File: src/rtl/dma_pkg.sv
package dma_pkg;

    typedef enum logic [2:0] {
        ST_IDLE,
        ST_ARMED,
        ST_WAIT_GNT,
        ST_MOVE,
        ST_COMPLETE
    } dma_state_t;

    typedef enum logic {
        DIR_DEV2MEM = 1'b0,
        DIR_MEM2DEV = 1'b1
    } dma_dir_t;

    localparam logic [1:0] SEL_BASE  = 2'd0;
    localparam logic [1:0] SEL_COUNT = 2'd1;
    localparam logic [1:0] SEL_CTRL  = 2'd2;
    localparam logic [1:0] SEL_CLEAR = 2'd3;

    localparam int CTRL_DIR_BIT   = 0;
    localparam int CTRL_START_BIT = 1;
    localparam int CLEAR_IRQ_BIT  = 0;

endpackage

File: src/rtl/dma_cfg_regs.sv
module dma_cfg_regs
    import dma_pkg::*;
#(
    parameter int ADDR_W = 16,
    parameter int DATA_W = 32,
    parameter int CNT_W  = 12
) (
    input  logic              clk,
    input  logic              rst_n,
    input  logic              reg_wr,
    input  logic [1:0]        reg_sel,
    input  logic [DATA_W-1:0] reg_wdata,
    input  logic              idle,
    input  logic              irq_set,
    output logic [ADDR_W-1:0] base_addr,
    output logic [CNT_W-1:0]  word_cnt,
    output dma_dir_t          dir,
    output logic              start,
    output logic              cnt_is_zero,
    output logic              irq
);

    logic wr_base, wr_count, wr_ctrl, wr_clear;

    always_comb begin
        wr_base  = reg_wr && (reg_sel == SEL_BASE)  && idle;
        wr_count = reg_wr && (reg_sel == SEL_COUNT) && idle;
        wr_ctrl  = reg_wr && (reg_sel == SEL_CTRL)  && idle;
        wr_clear = reg_wr && (reg_sel == SEL_CLEAR) && reg_wdata[CLEAR_IRQ_BIT];
        start       = wr_ctrl && reg_wdata[CTRL_START_BIT];
        cnt_is_zero = (word_cnt == '0);
    end

    always_ff @(posedge clk or negedge rst_n) begin
        if (!rst_n) begin
            base_addr <= '0;
            word_cnt  <= '0;
            dir       <= DIR_DEV2MEM;
        end else begin
            if (wr_base)  base_addr <= reg_wdata[ADDR_W-1:0];
            if (wr_count) word_cnt  <= reg_wdata[CNT_W-1:0];
            if (wr_ctrl)  dir       <= dma_dir_t'(reg_wdata[CTRL_DIR_BIT]);
        end
    end

    // completion wins over a clear arriving in the same cycle
    always_ff @(posedge clk or negedge rst_n) begin
        if (!rst_n)        irq <= 1'b0;
        else if (irq_set)  irq <= 1'b1;
        else if (wr_clear) irq <= 1'b0;
    end

endmodule

File: src/rtl/dma_fsm.sv
module dma_fsm
    import dma_pkg::*;
(
    input  logic       clk,
    input  logic       rst_n,
    input  logic       start,
    input  logic       cnt_is_zero,
    input  logic       dev_req,
    input  logic       bus_gnt,
    input  logic       last_word,
    output dma_state_t state,
    output logic       bus_req,
    output logic       access,
    output logic       irq_set,
    output logic       idle
);

    dma_state_t state_d;

    always_ff @(posedge clk or negedge rst_n) begin
        if (!rst_n) state <= ST_IDLE;
        else        state <= state_d;
    end

    always_comb begin
        state_d = state;
        unique case (state)
            ST_IDLE:     if (start) state_d = cnt_is_zero ? ST_COMPLETE : ST_ARMED;
            ST_ARMED:    if (dev_req) state_d = ST_WAIT_GNT;
            ST_WAIT_GNT: if (bus_gnt) state_d = ST_MOVE;
            ST_MOVE:     if (bus_gnt && last_word) state_d = ST_COMPLETE;
            ST_COMPLETE: state_d = ST_IDLE;
            default:     state_d = ST_IDLE;
        endcase
    end

    always_comb begin
        bus_req = 1'b0;
        access  = 1'b0;
        idle    = 1'b0;
        unique case (state)
            ST_IDLE:     idle = 1'b1;
            ST_ARMED:    ;
            ST_WAIT_GNT: bus_req = 1'b1;
            ST_MOVE: begin
                bus_req = 1'b1;
                access  = bus_gnt;
            end
            ST_COMPLETE: ;
            default:     ;
        endcase
        irq_set = (state_d == ST_COMPLETE) && (state != ST_COMPLETE);
    end

endmodule

File: src/rtl/dma_datapath.sv
module dma_datapath
    import dma_pkg::*;
#(
    parameter int ADDR_W = 16,
    parameter int DATA_W = 32,
    parameter int CNT_W  = 12
) (
    input  logic              clk,
    input  logic              rst_n,
    input  logic              load,
    input  logic [ADDR_W-1:0] base_addr,
    input  logic [CNT_W-1:0]  word_cnt,
    input  dma_dir_t          dir,
    input  logic              access,
    input  logic [DATA_W-1:0] dev_rdata,
    input  logic [DATA_W-1:0] mem_rdata,
    output logic [ADDR_W-1:0] mem_addr,
    output logic [DATA_W-1:0] mem_wdata,
    output logic              mem_we,
    output logic              mem_re,
    output logic              dev_ack,
    output logic [DATA_W-1:0] dev_wdata,
    output logic              dev_wvalid,
    output logic              last_word
);

    localparam logic [CNT_W-1:0]  CNT_ONE  = CNT_W'(1);
    localparam logic [ADDR_W-1:0] ADDR_ONE = ADDR_W'(1);

    logic [ADDR_W-1:0] cur_addr;
    logic [CNT_W-1:0]  cur_cnt;
    logic [DATA_W-1:0] fwd_data;
    logic              fwd_valid;

    always_ff @(posedge clk or negedge rst_n) begin
        if (!rst_n) begin
            cur_addr <= '0;
            cur_cnt  <= '0;
        end else if (load) begin
            cur_addr <= base_addr;
            cur_cnt  <= word_cnt;
        end else if (access) begin
            cur_addr <= cur_addr + ADDR_ONE;
            cur_cnt  <= cur_cnt - CNT_ONE;
        end
    end

    always_ff @(posedge clk or negedge rst_n) begin
        if (!rst_n) begin
            fwd_data  <= '0;
            fwd_valid <= 1'b0;
        end else begin
            fwd_valid <= access && (dir == DIR_MEM2DEV);
            if (access && (dir == DIR_MEM2DEV)) fwd_data <= mem_rdata;
        end
    end

    always_comb begin
        mem_addr   = cur_addr;
        mem_wdata  = dev_rdata;
        mem_we     = access && (dir == DIR_DEV2MEM);
        mem_re     = access && (dir == DIR_MEM2DEV);
        dev_ack    = mem_we;
        dev_wdata  = fwd_data;
        dev_wvalid = fwd_valid;
        last_word  = (cur_cnt == CNT_ONE);
    end

endmodule

File: src/rtl/dma_xfer_ctrl.sv
module dma_xfer_ctrl
    import dma_pkg::*;
#(
    parameter int ADDR_W = 16,
    parameter int DATA_W = 32,
    parameter int CNT_W  = 12
) (
    input  logic              clk,
    input  logic              rst_n,
    input  logic              reg_wr,
    input  logic [1:0]        reg_sel,
    input  logic [DATA_W-1:0] reg_wdata,
    input  logic              dev_req,
    input  logic [DATA_W-1:0] dev_rdata,
    output logic              dev_ack,
    output logic [DATA_W-1:0] dev_wdata,
    output logic              dev_wvalid,
    output logic              bus_req,
    input  logic              bus_gnt,
    output logic [ADDR_W-1:0] mem_addr,
    output logic [DATA_W-1:0] mem_wdata,
    output logic              mem_we,
    output logic              mem_re,
    input  logic [DATA_W-1:0] mem_rdata,
    output logic              irq
);

    logic [ADDR_W-1:0] base_addr;
    logic [CNT_W-1:0]  word_cnt;
    dma_dir_t          dir;
    dma_state_t        state;
    logic start, cnt_is_zero, idle, irq_set, access, last_word;

    dma_cfg_regs #(.ADDR_W(ADDR_W), .DATA_W(DATA_W), .CNT_W(CNT_W)) u_regs (
        .clk(clk), .rst_n(rst_n), .reg_wr(reg_wr), .reg_sel(reg_sel),
        .reg_wdata(reg_wdata), .idle(idle), .irq_set(irq_set),
        .base_addr(base_addr), .word_cnt(word_cnt), .dir(dir),
        .start(start), .cnt_is_zero(cnt_is_zero), .irq(irq)
    );

    dma_fsm u_fsm (
        .clk(clk), .rst_n(rst_n), .start(start), .cnt_is_zero(cnt_is_zero),
        .dev_req(dev_req), .bus_gnt(bus_gnt), .last_word(last_word),
        .state(state), .bus_req(bus_req), .access(access),
        .irq_set(irq_set), .idle(idle)
    );

    dma_datapath #(.ADDR_W(ADDR_W), .DATA_W(DATA_W), .CNT_W(CNT_W)) u_dp (
        .clk(clk), .rst_n(rst_n), .load(start), .base_addr(base_addr),
        .word_cnt(word_cnt), .dir(dir), .access(access),
        .dev_rdata(dev_rdata), .mem_rdata(mem_rdata), .mem_addr(mem_addr),
        .mem_wdata(mem_wdata), .mem_we(mem_we), .mem_re(mem_re),
        .dev_ack(dev_ack), .dev_wdata(dev_wdata), .dev_wvalid(dev_wvalid),
        .last_word(last_word)
    );

endmodule

File: config.mk
export PLATFORM = sky130hd
export DESIGN_NAME = dma_xfer_ctrl
export DESIGN_NICKNAME = d
export VERILOG_FILES = /design/src/rtl/dma_pkg.sv /design/src/rtl/dma_cfg_regs.sv /design/src/rtl/dma_fsm.sv /design/src/rtl/dma_datapath.sv /design/src/rtl/dma_xfer_ctrl.sv
export SDC_FILE = /design/constraint.sdc
export NUM_CORES = 1
export LEC_CHECK = 0
export ABC_AREA = 1
export ABC_CLOCK_PERIOD_IN_PS = 2360
export CORE_UTILIZATION = 44
export DETAILED_ROUTE_END_ITERATION = 10
export GPL_TIMING_DRIVEN = 0
export PLACE_DENSITY = 0.83
export SLEW_MARGIN = 40
export SYNTH_ARGS = -nofsm -noshare
export SYNTH_HDL_FRONTEND = slang
export SYNTH_HIERARCHICAL = 1
export SYNTH_SLANG_ARGS = --single-unit
File: constraint.sdc
create_clock -name clk -period 2.36 [get_ports clk]
set_input_delay 0.472 -clock clk [delete_from_list [all_inputs] [get_ports clk]]
set_output_delay 0.472 -clock clk [all_outputs]
set_load 0.01 [all_outputs]
==> flow_metrics.env <==
export IMPL_netlist_area_leader_share_pct=48.4
export IMPL_drc=0
export IMPL_p_clk_share_pct=17.3
export IMPL_status="finished clean"
export IMPL_drt_iter0_drc=331
export IMPL_cap_viol_max_count=0
export IMPL_p_leak_nw=3.32
export IMPL_cts_path_max_buffers=2
export IMPL_setup_violations=0
export IMPL_hold_depth=2
export IMPL_placed_area_um2=6470
export IMPL_wl_per_cell_um=14.7
export IMPL_drv_slew=0
export IMPL_syn_to_final_growth_pct=41.3
export IMPL_first_pass_iters=5
export IMPL_fin_hold_ws_ns=0.487
export IMPL_worstHoldStart="u_dp/dev_wdata[22]"
export IMPL_hold_viol=0
export IMPL_path_delay_family="simple AND/OR/NAND/NOR gates"
export IMPL_ios=189
export IMPL_drt_wl_total_um=13300
export IMPL_die_y_um=107
export IMPL_crit_required_ns=2.62
export IMPL_slew_headroom_pct=61.1
export IMPL_p_int_w=0.00465
export IMPL_crit_cells=14
export IMPL_crit_fanout=10
export IMPL_diodes=0
export IMPL_critPathSlowestCell="dfrtp_2"
export IMPL_cts_root_buf="clkbuf_8"
export IMPL_startpoint_type="register"
export IMPL_avgSynthCellArea_um2=8.09
export IMPL_ys_seq_area_share_pct=48.4
export IMPL_grt_pass1_vias=4397
export IMPL_ir_drop_v=0.000664
export IMPL_routed_via_density=5.08
export IMPL_power_density_nw_per_um2=1100
export IMPL_worstReg2RegStart="u_fsm/state[0]"
export IMPL_grt_ovfl_total=0
export IMPL_synth_cells=601
export IMPL_gp_congestion=0.864
export IMPL_switching_power_w=0.00293
export IMPL_antenna_left=0
export IMPL_start_util_pct=45.0
export IMPL_synth_ff_latch_count=94
export IMPL_pwr_share_seq_pct=39.7
export IMPL_fmax_mhz=444
export IMPL_worstPathArrival_ns=2.51
export IMPL_synth_edf_count=0
export IMPL_nets=869
export IMPL_synthFlopType="dfrtp_1"
export IMPL_yosysTopAreaCell="dfrtp_1"
export IMPL_finalClockSkew_ns=0.0134
export IMPL_grt_usage_pct=23.7
export IMPL_worst_slew_pin_slew_ns=0.583
export IMPL_yosysWarnings=6
export IMPL_cts_tree="done"
export IMPL_synth_nets=707
export IMPL_clk_latency_ns=0.38
export IMPL_synthTopCellsByArea="dfrtp_1 48%, nand2_1 18%, buf_4 5.2%, o21ai_2 4.3%, inv_1 3.9%"
export IMPL_crit_chain="nor2_2 > nand2_1 > inv_1 > inv_1 > nor2_4 > nand3_2 > nor2_4 > buf_8 > inv_2 > nand2_4 > inv_2 > clkbuf_4 > a22oi_1 > o21ai_0"
export IMPL_endpoint_kind="register"
export IMPL_path_buf_inv=6
export IMPL_holdCritPathClass="register to register"
export IMPL_synth_cell_types=29
export IMPL_final_area_um2=6870
export IMPL_grt_max_degree=62
export IMPL_coreArea_um2=10800
export IMPL_crit_path_start="u_fsm/state[0]"
export IMPL_port_buffers=140
export IMPL_die_x_um=107
export IMPL_grt_pass1_wl_um=21000
export IMPL_clk_pin_slew_worst_paths_ns=0.09
export IMPL_dp_hpwl_um=9860
export IMPL_critPathMaxStageDelay_ns=0.46
export IMPL_rr_worst_depth=14
export IMPL_cts_max_level=3
export IMPL_cts_made_buffers=9
export IMPL_period_share_pct=95.4
export IMPL_synthArstFlopShare_pct=100
export IMPL_antenna_found_initial=0
export IMPL_num_vias=4615
export IMPL_row_count=38
export IMPL_drive_gt1_share_pct=16.1
export IMPL_combPwrFrac_pct=43.0
export IMPL_switching_share_pct=38.6
export IMPL_finalCriticalPeriod_ns=2.25
export IMPL_die_area_um2=11500
export IMPL_crit_type="register to register"
export IMPL_netlist_area_um2=4860
export IMPL_cts_sinks=94
worst reg2reg max path: stages (launching register included):
cell and delay (ns):
dfrtp_2 0.46, nor2_2 0.15, nand2_1 0.09, inv_1 0.08
inv_1 0.06, nor2_4 0.12, nand3_2 0.12, nor2_4 0.17
buf_8 0.16, inv_2 0.09, nand2_4 0.11, inv_2 0.06
clkbuf_4 0.21, a22oi_1 0.17, o21ai_0 0.11
cells in the final DEF (no fill, tap or decap), types with 2 or more instances in the layout:
cell type / count
clkdlybuf4s50_1: 136
buf_4: 42
clkbuf_1: 6
nor2_1: 37
buf_6: 7
inv_2: 6
nand2_4: 5
dlygate4sd2_1: 2
buf_2: 4
nor2_4: 7
xor2_1: 6
nand2_1: 229
clkbuf_8: 9
bufinv_16: 3
nand4_1: 9
a22oi_2: 2
dfrtp_1: 92
nor2_2: 3
a22oi_1: 13
o21ai_0: 11
inv_1: 49
ha_1: 3
o21ai_1: 3
dfrtp_2: 2
nand3_1: 30
o211ai_1: 6
o21ai_2: 24
a21oi_1: 3
xnor2_1: 3
o221ai_1: 2
logic make-up (layout without fill, tap and decap cells):
kind of cell,Yosys count,count (layout),share of synthesized area [%]
simple gates,325,325,27.8
buf+inv,105,272,11.6
flops,94,94,48.4
compound gates,65,65,9.83
xor+xnor,9,9,1.62
fa+ha+maj,3,3,0.772
cell type report:
class,instances,area (µm²)
Buffer,49,372
Clock buffer,10,128
Clock inverter,6,118
Fill cell,914,3920
Inverter,56,213
Multi-Input combinational cell,402,2010
Sequential cell,94,2350
Tap cell,140,175
Timing Repair Buffer,151,1500
power groups by stage:
stage | registers (W) | clock network, W | logic [W]
after floorplan | 0.00300 | 0 | 0.00160
after global placement | 0.00296 | 0 | 0.00300
after detailed placement | 0.00299 | 0 | 0.00312
after CTS | 0.00299 | 0.00133 | 0.00319
after global routing | 0.00311 | 0.00139 | 0.00362
final | 0.00301 | 0.00131 | 0.00326
registers in the layout (all words and copies together), names as in the netlist:
| name | count |
|---|---|
| u_regs/dir | 1 |
| u_dp/mem_addr | 16 |
| u_regs/base_addr | 16 |
| u_regs/word_cnt | 12 |
| u_dp/dev_wdata | 32 |
| u_regs/irq | 1 |
| u_dp/cur_cnt | 12 |
| u_fsm/state | 3 |
| u_dp/dev_wvalid | 1 |
cells in the mapped netlist, types with 6 or more instances:
master / number
a22oi_1: 15
buf_4: 34
dfrtp_1: 94
inv_1: 51
nand2_1: 230
nand3_1: 31
nand4_1: 9
nor2_1: 41
o211ai_1: 6
o21ai_0: 11
o21ai_2: 24
xor2_1: 6
routing by layer:
layer	vias up	global-route usage, %	routed length (µm)
met3	30	8.15	1260
met2	233	40.1	6510
met5	-	0	0
met1	2158	28.0	5240
met4	0	8.22	286
li1	2194	-	-
worst paths after layout:
kind | to | slack [ns]
max reg2reg | u_dp/mem_addr[3] | 0.11
max in group asynchronous | u_dp/dev_wdata[25] | 1.20
min | u_dp/dev_wdata[22] | 0.49
min reg2reg | u_dp/dev_wdata[22] | 0.49
max | u_dp/mem_addr[3] | 0.11
min in group asynchronous | u_dp/dev_wdata[31] | 0.56
repair_timing:
item                                   4_1_cts  5_1_grt
endpoints found under the hold margin       33        0
setup endpoints to repair                   28       28
pin swaps                                    2        1
hold buffers                                 1        0
setup buffers                                4        5
gates resized for setup                     17       14
metrics by stage:
stage	setup TNS, ns	total power (W)	util, %	worst slack [ns]	instances
2_1_floorplan	0	0.00461	-	0.321	601
3_3_place_gp	-251.54	0.00596	59.7	-2.58	881
3_5_place_dp	-9.74	0.00611	59.9	-0.756	882
4_1_cts	0	0.00751	62.9	0.00525	903
5_1_grt	-0.597	0.00812	63.6	-0.0727	908
6_report	0	0.00758	63.6	0.110	908
No activity file was read; power rests on OpenSTA's default activity.
